File: config.mk
export PLATFORM = sky130hd
export DESIGN_NAME = smps_gate_pwm
export DESIGN_NICKNAME = d
export VERILOG_FILES = /design/src/rtl/smps_gate_pkg.sv /design/src/rtl/smps_base_tick.sv /design/src/rtl/smps_ocp_guard.sv /design/src/rtl/smps_frame_seq.sv /design/src/rtl/smps_gate_pwm.sv
export SDC_FILE = /design/constraint.sdc
export NUM_CORES = 1
export LEC_CHECK = 0
export BUFFER_PORTS_ARGS = -buffer_cell sky130_fd_sc_hd__buf_2
export CELL_PAD_IN_SITES_DETAIL_PLACEMENT = 0
export CELL_PAD_IN_SITES_GLOBAL_PLACEMENT = 1
export CORE_UTILIZATION = 40
export CTS_BUF_LIST = sky130_fd_sc_hd__clkbuf_8
export DETAILED_ROUTE_END_ITERATION = 6
export PLACE_DENSITY = 0.75
export SYNTH_ARGS = -nofsm -noshare
export SYNTH_HDL_FRONTEND = slang
export SYNTH_SLANG_ARGS = --single-unit
export TNS_END_PERCENT = 50
File: constraint.sdc
create_clock -name clk -period 6.2 [get_ports clk]
set_clock_uncertainty 0.1 [all_clocks]
set_input_delay 0.93 -clock clk [delete_from_list [all_inputs] [get_ports clk]]
set_output_delay 0.93 -clock clk [all_outputs]
set_load 0.05 [all_outputs]
File: src/rtl/smps_gate_pkg.sv
// Shared types for the current-limited frame PWM.
// Assumes nothing beyond the definitions below.
package smps_gate_pkg;

    // Sequencer phase: waiting for the voltage-sense input, or inside a frame
    typedef enum logic {
        SEQ_WAIT = 1'b0,
        SEQ_RUN  = 1'b1
    } seq_state_e;

endpackage

File: src/rtl/smps_base_tick.sv
// Base-period prescaler. Emits one tick every max(base_len,1) clocks.
// Assumes base_len may change at any time; a new value below the running
// count ends the current period at once.
module smps_base_tick #(
    parameter int BASE_W = 16
) (
    input  logic              clk,
    input  logic              rst_n,
    input  logic              enable,
    input  logic [BASE_W-1:0] base_len,
    output logic              tick
);

    logic [BASE_W-1:0] pre_cnt;
    logic [BASE_W-1:0] last_idx;

    // Index of the last clock in a base period (zero length acts as one)
    always_comb last_idx = (base_len == '0) ? '0 : base_len - 1'b1;

    assign tick = enable && (pre_cnt >= last_idx);

    // Clock counter inside the base period
    always_ff @(posedge clk) begin
        if (!rst_n)
            pre_cnt <= '0;
        else if (!enable || tick)
            pre_cnt <= '0;
        else
            pre_cnt <= pre_cnt + 1'b1;
    end

endmodule

File: src/rtl/smps_ocp_guard.sv
// Over-current guard: synchronises the raw comparator input and latches a
// per-frame kill bit. Assumes frame_start is a one-cycle pulse from the
// sequencer; the kill bit clears at that edge and may set again afterwards.
module smps_ocp_guard #(
    parameter int SYNC_STAGES = 2
) (
    input  logic clk,
    input  logic rst_n,
    input  logic enable,
    input  logic ocp_raw,
    input  logic frame_start,
    output logic ocp_sync,
    output logic kill
);

    logic [SYNC_STAGES-1:0] sync_q;

    generate
        if (SYNC_STAGES > 1) begin : g_chain
            // Shift the raw input through the synchroniser chain
            always_ff @(posedge clk) begin
                if (!rst_n)
                    sync_q <= '0;
                else
                    sync_q <= {sync_q[SYNC_STAGES-2:0], ocp_raw};
            end
        end else begin : g_single
            // Single-stage capture when only one flop is requested
            always_ff @(posedge clk) begin
                if (!rst_n)
                    sync_q <= '0;
                else
                    sync_q <= ocp_raw;
            end
        end
    endgenerate

    assign ocp_sync = sync_q[SYNC_STAGES-1];

    // Per-frame kill latch: cleared by frame start or disable, set by over-current
    always_ff @(posedge clk) begin
        if (!rst_n)
            kill <= 1'b0;
        else if (!enable || frame_start)
            kill <= 1'b0;
        else if (ocp_sync)
            kill <= 1'b1;
    end

endmodule

File: src/rtl/smps_frame_seq.sv
// Frame sequencer: counts base-period ticks from 1 to the frame length,
// waits for the voltage-sense input to read low before starting each new
// frame, captures the duty value at that start and keeps the frame flag.
// Assumes frame_len is live and may shrink below the running count.
module smps_frame_seq
    import smps_gate_pkg::*;
#(
    parameter int FRAME_W = 16,
    parameter int DUTY_W  = 16
) (
    input  logic               clk,
    input  logic               rst_n,
    input  logic               enable,
    input  logic               tick,
    input  logic [FRAME_W-1:0] frame_len,
    input  logic [DUTY_W-1:0]  duty_in,
    input  logic               vsense,
    input  logic               ack,
    output logic               frame_start,
    output logic               running,
    output logic [FRAME_W-1:0] frm_cnt,
    output logic [DUTY_W-1:0]  duty_q,
    output logic               frame_flag
);

    seq_state_e         state;
    logic [FRAME_W-1:0] len_eff;
    logic               frame_done;

    // Effective frame length (zero acts as one)
    always_comb len_eff = (frame_len == '0) ? FRAME_W'(1) : frame_len;

    // A frame is finished while waiting or once the count reaches the length
    always_comb frame_done = (state == SEQ_WAIT) || (frm_cnt >= len_eff);

    assign frame_start = enable && tick && frame_done && !vsense;
    assign running     = (state == SEQ_RUN);

    // Frame counter, phase and duty capture
    always_ff @(posedge clk) begin
        if (!rst_n) begin
            state   <= SEQ_WAIT;
            frm_cnt <= '0;
            duty_q  <= '0;
        end else if (!enable) begin
            state   <= SEQ_WAIT;
            frm_cnt <= '0;
        end else if (tick) begin
            if (frame_start) begin
                state   <= SEQ_RUN;
                frm_cnt <= FRAME_W'(1);
                duty_q  <= duty_in;
            end else if (frame_done) begin
                state   <= SEQ_WAIT;
            end else begin
                frm_cnt <= frm_cnt + 1'b1;
            end
        end
    end

    // Frame flag: a start wins over a simultaneous acknowledge
    always_ff @(posedge clk) begin
        if (!rst_n)
            frame_flag <= 1'b0;
        else
            frame_flag <= frame_start || (frame_flag && !ack);
    end

endmodule

File: src/rtl/smps_gate_pwm.sv
// Current-limited frame PWM with voltage gating. Splits the configuration
// word into base period and frame length, both used live; combines the
// sequencer's count and captured duty with the over-current kill bit to form
// the gate drive. Assumes vsense and ack are synchronous to clk; ocp_in may
// be asynchronous.
module smps_gate_pwm #(
    parameter int BASE_W      = 16,
    parameter int FRAME_W     = 16,
    parameter int DUTY_W      = 16,
    parameter int SYNC_STAGES = 2
) (
    input  logic                      clk,
    input  logic                      rst_n,
    input  logic                      enable,
    input  logic [BASE_W+FRAME_W-1:0] cfg_word,
    input  logic [DUTY_W-1:0]         duty_in,
    input  logic                      vsense,
    input  logic                      ocp_in,
    input  logic                      ack,
    output logic                      pwm_out,
    output logic                      frame_flag
);

    localparam int CMP_W = (DUTY_W > FRAME_W) ? DUTY_W : FRAME_W;

    logic               tick;
    logic               frame_start;
    logic               running;
    logic               kill;
    logic               ocp_sync;
    logic [FRAME_W-1:0] frm_cnt;
    logic [DUTY_W-1:0]  duty_q;

    smps_base_tick #(
        .BASE_W (BASE_W)
    ) u_tick (
        .clk      (clk),
        .rst_n    (rst_n),
        .enable   (enable),
        .base_len (cfg_word[BASE_W-1:0]),
        .tick     (tick)
    );

    smps_frame_seq #(
        .FRAME_W (FRAME_W),
        .DUTY_W  (DUTY_W)
    ) u_seq (
        .clk         (clk),
        .rst_n       (rst_n),
        .enable      (enable),
        .tick        (tick),
        .frame_len   (cfg_word[BASE_W+FRAME_W-1:BASE_W]),
        .duty_in     (duty_in),
        .vsense      (vsense),
        .ack         (ack),
        .frame_start (frame_start),
        .running     (running),
        .frm_cnt     (frm_cnt),
        .duty_q      (duty_q),
        .frame_flag  (frame_flag)
    );

    smps_ocp_guard #(
        .SYNC_STAGES (SYNC_STAGES)
    ) u_ocp (
        .clk         (clk),
        .rst_n       (rst_n),
        .enable      (enable),
        .ocp_raw     (ocp_in),
        .frame_start (frame_start),
        .ocp_sync    (ocp_sync),
        .kill        (kill)
    );

    // Gate drive: inside a frame, not killed, duty at or above the count
    always_comb pwm_out = running && !kill && (CMP_W'(duty_q) >= CMP_W'(frm_cnt));

endmodule

# Yosys cells after proc, flatten, opt, wreduce, memory -nomap -nowiden
# Cells that the tools add are included.
# op_classes
reduce_logical,24
bitwise,2
n_eq_ne,1
n_mux,6
n_lt_le_gt_ge,3
addsub,3
# op_table
op,count
$mux W16,4
$ge A16 B16 Y1,3
$add A16 B1 Y16 const B,2
$logic_not A16 Y1,2
$sub A16 B1 Y16 const B,1
$logic_and A1 B1 Y1,7
$reduce_and A2 Y1,3
$logic_not A1 Y1,4
$logic_or A1 B1 Y1,4
$reduce_or A2 Y1,2
$reduce_and A3 Y1,1
$mux W1,2
$ne A2 B1 Y1 const B,1
$not A1 Y1,2
$reduce_bool A2 Y1,1
# totals
out_inout_bits,2
register_bits,53

# Logic depth before layout (Yosys ltp)
# logic_depth
depth_word,9
mapped_depth,17

# Hierarchy
# Synthesis repeated with hierarchy kept, for this count alone.
# hier_totals
cells_unflattened,495
area_unflattened_um2,3958.8
# by_module_without_submodules
mod,cells_per_inst,area_per_inst_um2,n_inst,seq_area_each_um2
smps_frame_seq,256,2059.5,1,680.7
smps_base_tick,174,1400.1,1,320.3
smps_gate_pwm,57,406.6,1,0.0
smps_ocp_guard,8,92.6,1,60.1

# Worst setup path after synthesis
# Ideal clock, no wire load.
# synth_timing
kind,in2reg
startpoint,in cfg_word[9]
endpoint,reg u_seq.frm_cnt[3]
path_buffers,2
setup_time_ns,0.070
required_time_ns,6.030
path_slack_ns,2.006
path_stages,14
arrival_time_ns,4.025
cell_sequence,or4_1 -> nor2_1 -> nand4_1 -> and2_1 -> ha_1 -> nand2b_1 -> a2111oi_2 -> o311ai_2 -> o31ai_2 -> nor3b_1 -> buf_4 -> or2_1 -> buf_4 -> a21oi_1
# synth_between
elab_chain_cells,9
elab_cells_between_ends,11
cone_classes,add/sub: 1; order compare: 1; eq/ne: 1; mux: 2; reduce/logical: 6
# synth_lines
item,line_no,rtl
"start, declared",smps_gate_pwm.sv:15,"input logic [BASE_W+FRAME_W-1:0] cfg_word,"
$sub A16 B1 Y16 or $logic_not A16 Y1 (tied branches),smps_base_tick.sv:18,always_comb last_idx = (base_len == '0) ? '0 : base_len - 1'b1;
$mux W16 (*),smps_base_tick.sv:18,
$ge A16 B16 Y1 (*),smps_base_tick.sv:20,assign tick = enable && (pre_cnt >= last_idx);
$logic_and A1 B1 Y1 (*),smps_base_tick.sv:20,
$logic_and A1 B1 Y1 (3 in a row),smps_frame_seq.sv:36,assign frame_start = enable && tick && frame_done && !vsense;
$ne A2 B1 Y1 (no source line),n/a,
$reduce_and A2 Y1 (no source line),n/a,
"end signal, assigned",smps_frame_seq.sv:56,frm_cnt <= frm_cnt + 1'b1;
"end, declared",smps_frame_seq.sv:21,"output logic [FRAME_W-1:0] frm_cnt,"
# Mark *: on every way between the ends. The rest lies on a longest branch, timed or not.
# A chain may end at the register's enable or synchronous reset.

# Final worst setup path
# layout_timing
startpoint,in cfg_word[9]
endpoint,reg u_seq.frm_cnt[12]
# Same word-level chain as after synthesis.

==> flow_summary.json <==
{
  "multiInputGateArea_mm2": 0.00245,
  "drv.max_cap_violation_count": 0,
  "fin_util": 0.472,
  "dpl_cell_area_mm2": 0.00410,
  "timing_max_transition_violations_final": 0,
  "worst_path_max_delay_cell": "sky130_fd_sc_hd__or4_1",
  "critical_path.most_common_cell": "sky130_fd_sc_hd__buf_4",
  "post_synth_edffs": 0,
  "ios": 56,
  "synth_sequential_area_ratio": 0.285,
  "leakagePower_uw": 0.00177,
  "max_clock_freq_mhz": 229,
  "worst-endpoint-required_ps": 6320,
  "period_minus_slack_ps": 4370,
  "gr-usage-all-layers": 0.175,
  "async_flop_share": 0,
  "timing.critical_path.fanout_max": 14,
  "worst-setup-path-type": "input port to flop",
  "coreArea_mm2": 0.00885,
  "grt_max_degree": 22,
  "placement.io_buffers": 55,
  "dp_hpwl_mm": 6.55,
  "antenna_found_initial": 0,
  "floorplan.die_area_mm2": 0.00969,
  "slew-limit-headroom": 0.477,
  "internal-power_uw": 449,
  "worst_hold_path_type": "flop to flop",
  "cts-buffers-inserted": 5,
  "syn_area_per_cell_um2": 8.23,
  "h-tree-depth": 2,
  "path_cells": "buf_2, or4_1, nor2_1, nand4_1, buf_4, and2_1, ha_1, nand2b_1, a2111oi_2, o311ai_2, o31ai_2, buf_4, nor3b_2, or2_1, a311oi_1",
  "cell_area_after_technology_mapping_mm2": 0.00372,
  "clock_tree.root_cell": "sky130_fd_sc_hd__clkbuf_8",
  "design_area_mm2": 0.00418,
  "drt_pass1_iterations": 6,
  "critical_path_max_stage_delay_ps": 530,
  "antenna_cells_inserted": 0,
  "cp.arrival_ps": 4490,
  "violations_in_the_final_reports": "design-rule violations",
  "rows": 34,
  "gp_routability_congestion": 0.851,
  "count_of_endpoints_failing_setup_in_the_final_report": 0,
  "finish.net_count": 613,
  "fillcell_total": 912,
  "p_comb_frac": 0.109,
  "power_density_cells_mw_per_mm2": 142,
  "switching_power_uw": 144,
  "vias_per_cell": 5.17,
  "detailroute.via_count": 3182,
  "final_layout_size_suffix_gt1_frac": 0.138,
  "detail_route.wl_per_cell_um": 12.9,
  "endpoint_kind": "flop",
  "setup_tns_ps": 0,
  "area_delta_synth_final_pct": 12.4,
  "yosys_warnings": 0,
  "final.hold.worst_slack_ps": 361,
  "layoutNonFillerInstCount": 616,
  "post-route-period-util": 0.704,
  "final-hold-violation-count": 0,
  "timing_worst_slew_pin_value_ps": 779,
  "power.share.switching": 0.244,
  "postSynthCellCount": 452,
  "drt_first_iter_violations": 86,
  "globalRoute.totalOverflow": 0,
  "route.antenna.remaining_nets": 0,
  "number_of_global_route_vias_before_repair": 3121,
  "route.final.wire_length_mm": 7.93,
  "vdd.ir_drop.worst_mv": 0.108,
  "unrepaired_setup_endpoints_after_global_routing": "no",
  "tritoncts": "done",
  "share_seq_of_total_power": 0.578,
  "syn_nets": 558,
  "run_status": "complete, but fails checks",
  "clkPwrFrac": 0.314,
  "synth_ff_type": "sky130_fd_sc_hd__dfxtp_1",
  "cts_buffer_depth": 2,
  "initial_core_utilization": 0.420,
  "postCtsSetupRepairBufs": 0,
  "fp.dieW_um": 98.4,
  "startpoint_type": "input port",
  "grt_pass1_wl_mm": 13.9,
  "synth-seq-cells": 53,
  "post_synth_num_cell_types": 47,
  "tritoncts_num_sinks": 53,
  "postCtsHoldBufs": 0,
  "dr_drc_count": 4,
  "clkLatencyLatePin_ps": 300,
  "regArea_mm2": 0.00106,
  "placed_cells": 608,
  "clock_slew_at_the_register_clock_pins_of_the_worst_setup_and_hold_paths_ps": 90,
  "die_height_um": 98.4,
  "post_cts.resized_instances": 0
}
flip-flops by register name, summed over array words and instances, names as in the netlist:
name,count
u_seq.running,1
u_seq.frm_cnt,16
u_ocp.sync_q,2
u_seq.frame_flag,1
u_tick.pre_cnt,16
u_ocp.kill,1
u_seq.duty_q,16
worst max-delay path: cells and delay by family:
| family | cells | cell delay (ps) |
|---|---|---|
| AO/OA/AOI/OAI | 4 | 1060 |
| AND/OR/NAND/NOR | 7 | 1690 |
| adder cells (fa/ha/maj) | 1 | 260 |
| buffers and inverters | 3 | 550 |
Yosys cell counts (all sizes together), types with 8 or more instances:
library cell  number  share of area
dfxtp             53           0.29
nor2              44          0.044
nand3             19          0.026
ha                52           0.17
mux2i             17          0.046
nor3              10          0.013
a21oi             20          0.028
o21ai             18          0.024
nor4               9          0.015
nor2b             22          0.037
nand2             38          0.038
xnor2             15          0.035
xor2              15          0.035
inv               39          0.039
or3                8          0.013
layout by cell type, fill, tap and decap left out, types with 3 or more instances in the layout:
master	n
sky130_fd_sc_hd__nand2_1	38
sky130_fd_sc_hd__nor3_1	10
sky130_fd_sc_hd__nor2_1	44
sky130_fd_sc_hd__and4_1	3
sky130_fd_sc_hd__a31oi_1	4
sky130_fd_sc_hd__nand3_1	19
sky130_fd_sc_hd__nand4_1	7
sky130_fd_sc_hd__dfxtp_1	53
sky130_fd_sc_hd__xnor2_1	15
sky130_fd_sc_hd__a21oi_1	19
sky130_fd_sc_hd__buf_4	3
sky130_fd_sc_hd__o21ai_1	3
sky130_fd_sc_hd__nor4_1	9
sky130_fd_sc_hd__inv_1	41
sky130_fd_sc_hd__and3_1	6
sky130_fd_sc_hd__mux2i_1	17
sky130_fd_sc_hd__ha_1	52
sky130_fd_sc_hd__o21a_1	3
sky130_fd_sc_hd__a21o_1	6
sky130_fd_sc_hd__or3_1	8
sky130_fd_sc_hd__o21ai_0	15
sky130_fd_sc_hd__a211oi_1	4
sky130_fd_sc_hd__and2_1	4
sky130_fd_sc_hd__nor2b_1	22
sky130_fd_sc_hd__buf_2	55
sky130_fd_sc_hd__clkbuf_8	5
sky130_fd_sc_hd__nand2b_1	4
sky130_fd_sc_hd__xor2_1	15
worst paths after layout:
kind | start | end | slack, ps | cells after the start
hold / removal | u_ocp.sync_q[0]$_SDFF_PN0_ | u_ocp.sync_q[1]$_SDFF_PN0_ | 360 | 1
setup / recovery | cfg_word[9] | u_seq.frm_cnt[12]$_SDFFE_PN0P_ | 1830 | 15
hold reg to reg | u_ocp.sync_q[0]$_SDFF_PN0_ | u_ocp.sync_q[1]$_SDFF_PN0_ | 360 | 1
setup reg to reg | u_tick.pre_cnt[0]$_SDFF_PP0_ | u_seq.frm_cnt[12]$_SDFFE_PN0P_ | 3380 | 10
power groups by stage:
stage	clock [uW]	combinational, uW	sequential (uW)
final	186	64.4	343
after global routing	205	73.9	343
after CTS	192	65.3	343
after detailed placement	0	64.8	351
after global placement	0	63.5	351
after floorplan	0	35.3	350
metal layers:
metal	routed length [um]	track usage	share of wire	up-vias
li1	-	-	-	1687
met1	4170	0.245	0.53	1457
met2	3530	0.290	0.44	31
met3	191	0.0298	0.024	7
met4	45	0.0276	0.0057	0
met5	0	0	0	-
layout make-up:
cell class                 instances  area share
multi-input combinational        350       0.587
sequential                        53       0.254
timing repair buffer              58      0.0713
inverter                          39      0.0350
tap                              108      0.0323
clock buffer                       5      0.0165
clock inverter                     3     0.00359
kinds of logic after synthesis:
family          after synthesis  share of synthesized area
compound gates               66                      0.115
xor+xnor                     30                     0.0707
fa+ha+maj                    52                      0.175
buf+inv                      49                     0.0559
flops                        53                      0.285
mux                          17                     0.0458
simple gates                185                      0.253
per-stage QoR:
stage          setup WS (ps)  total power [uW]
2_1_floorplan           2010               385
3_3_place_gp            1560               414
3_5_place_dp            1510               415
4_1_cts                 1830               600
5_1_grt                 1420               622
6_report                1830               593
Power figures use the tool's default switching activity.
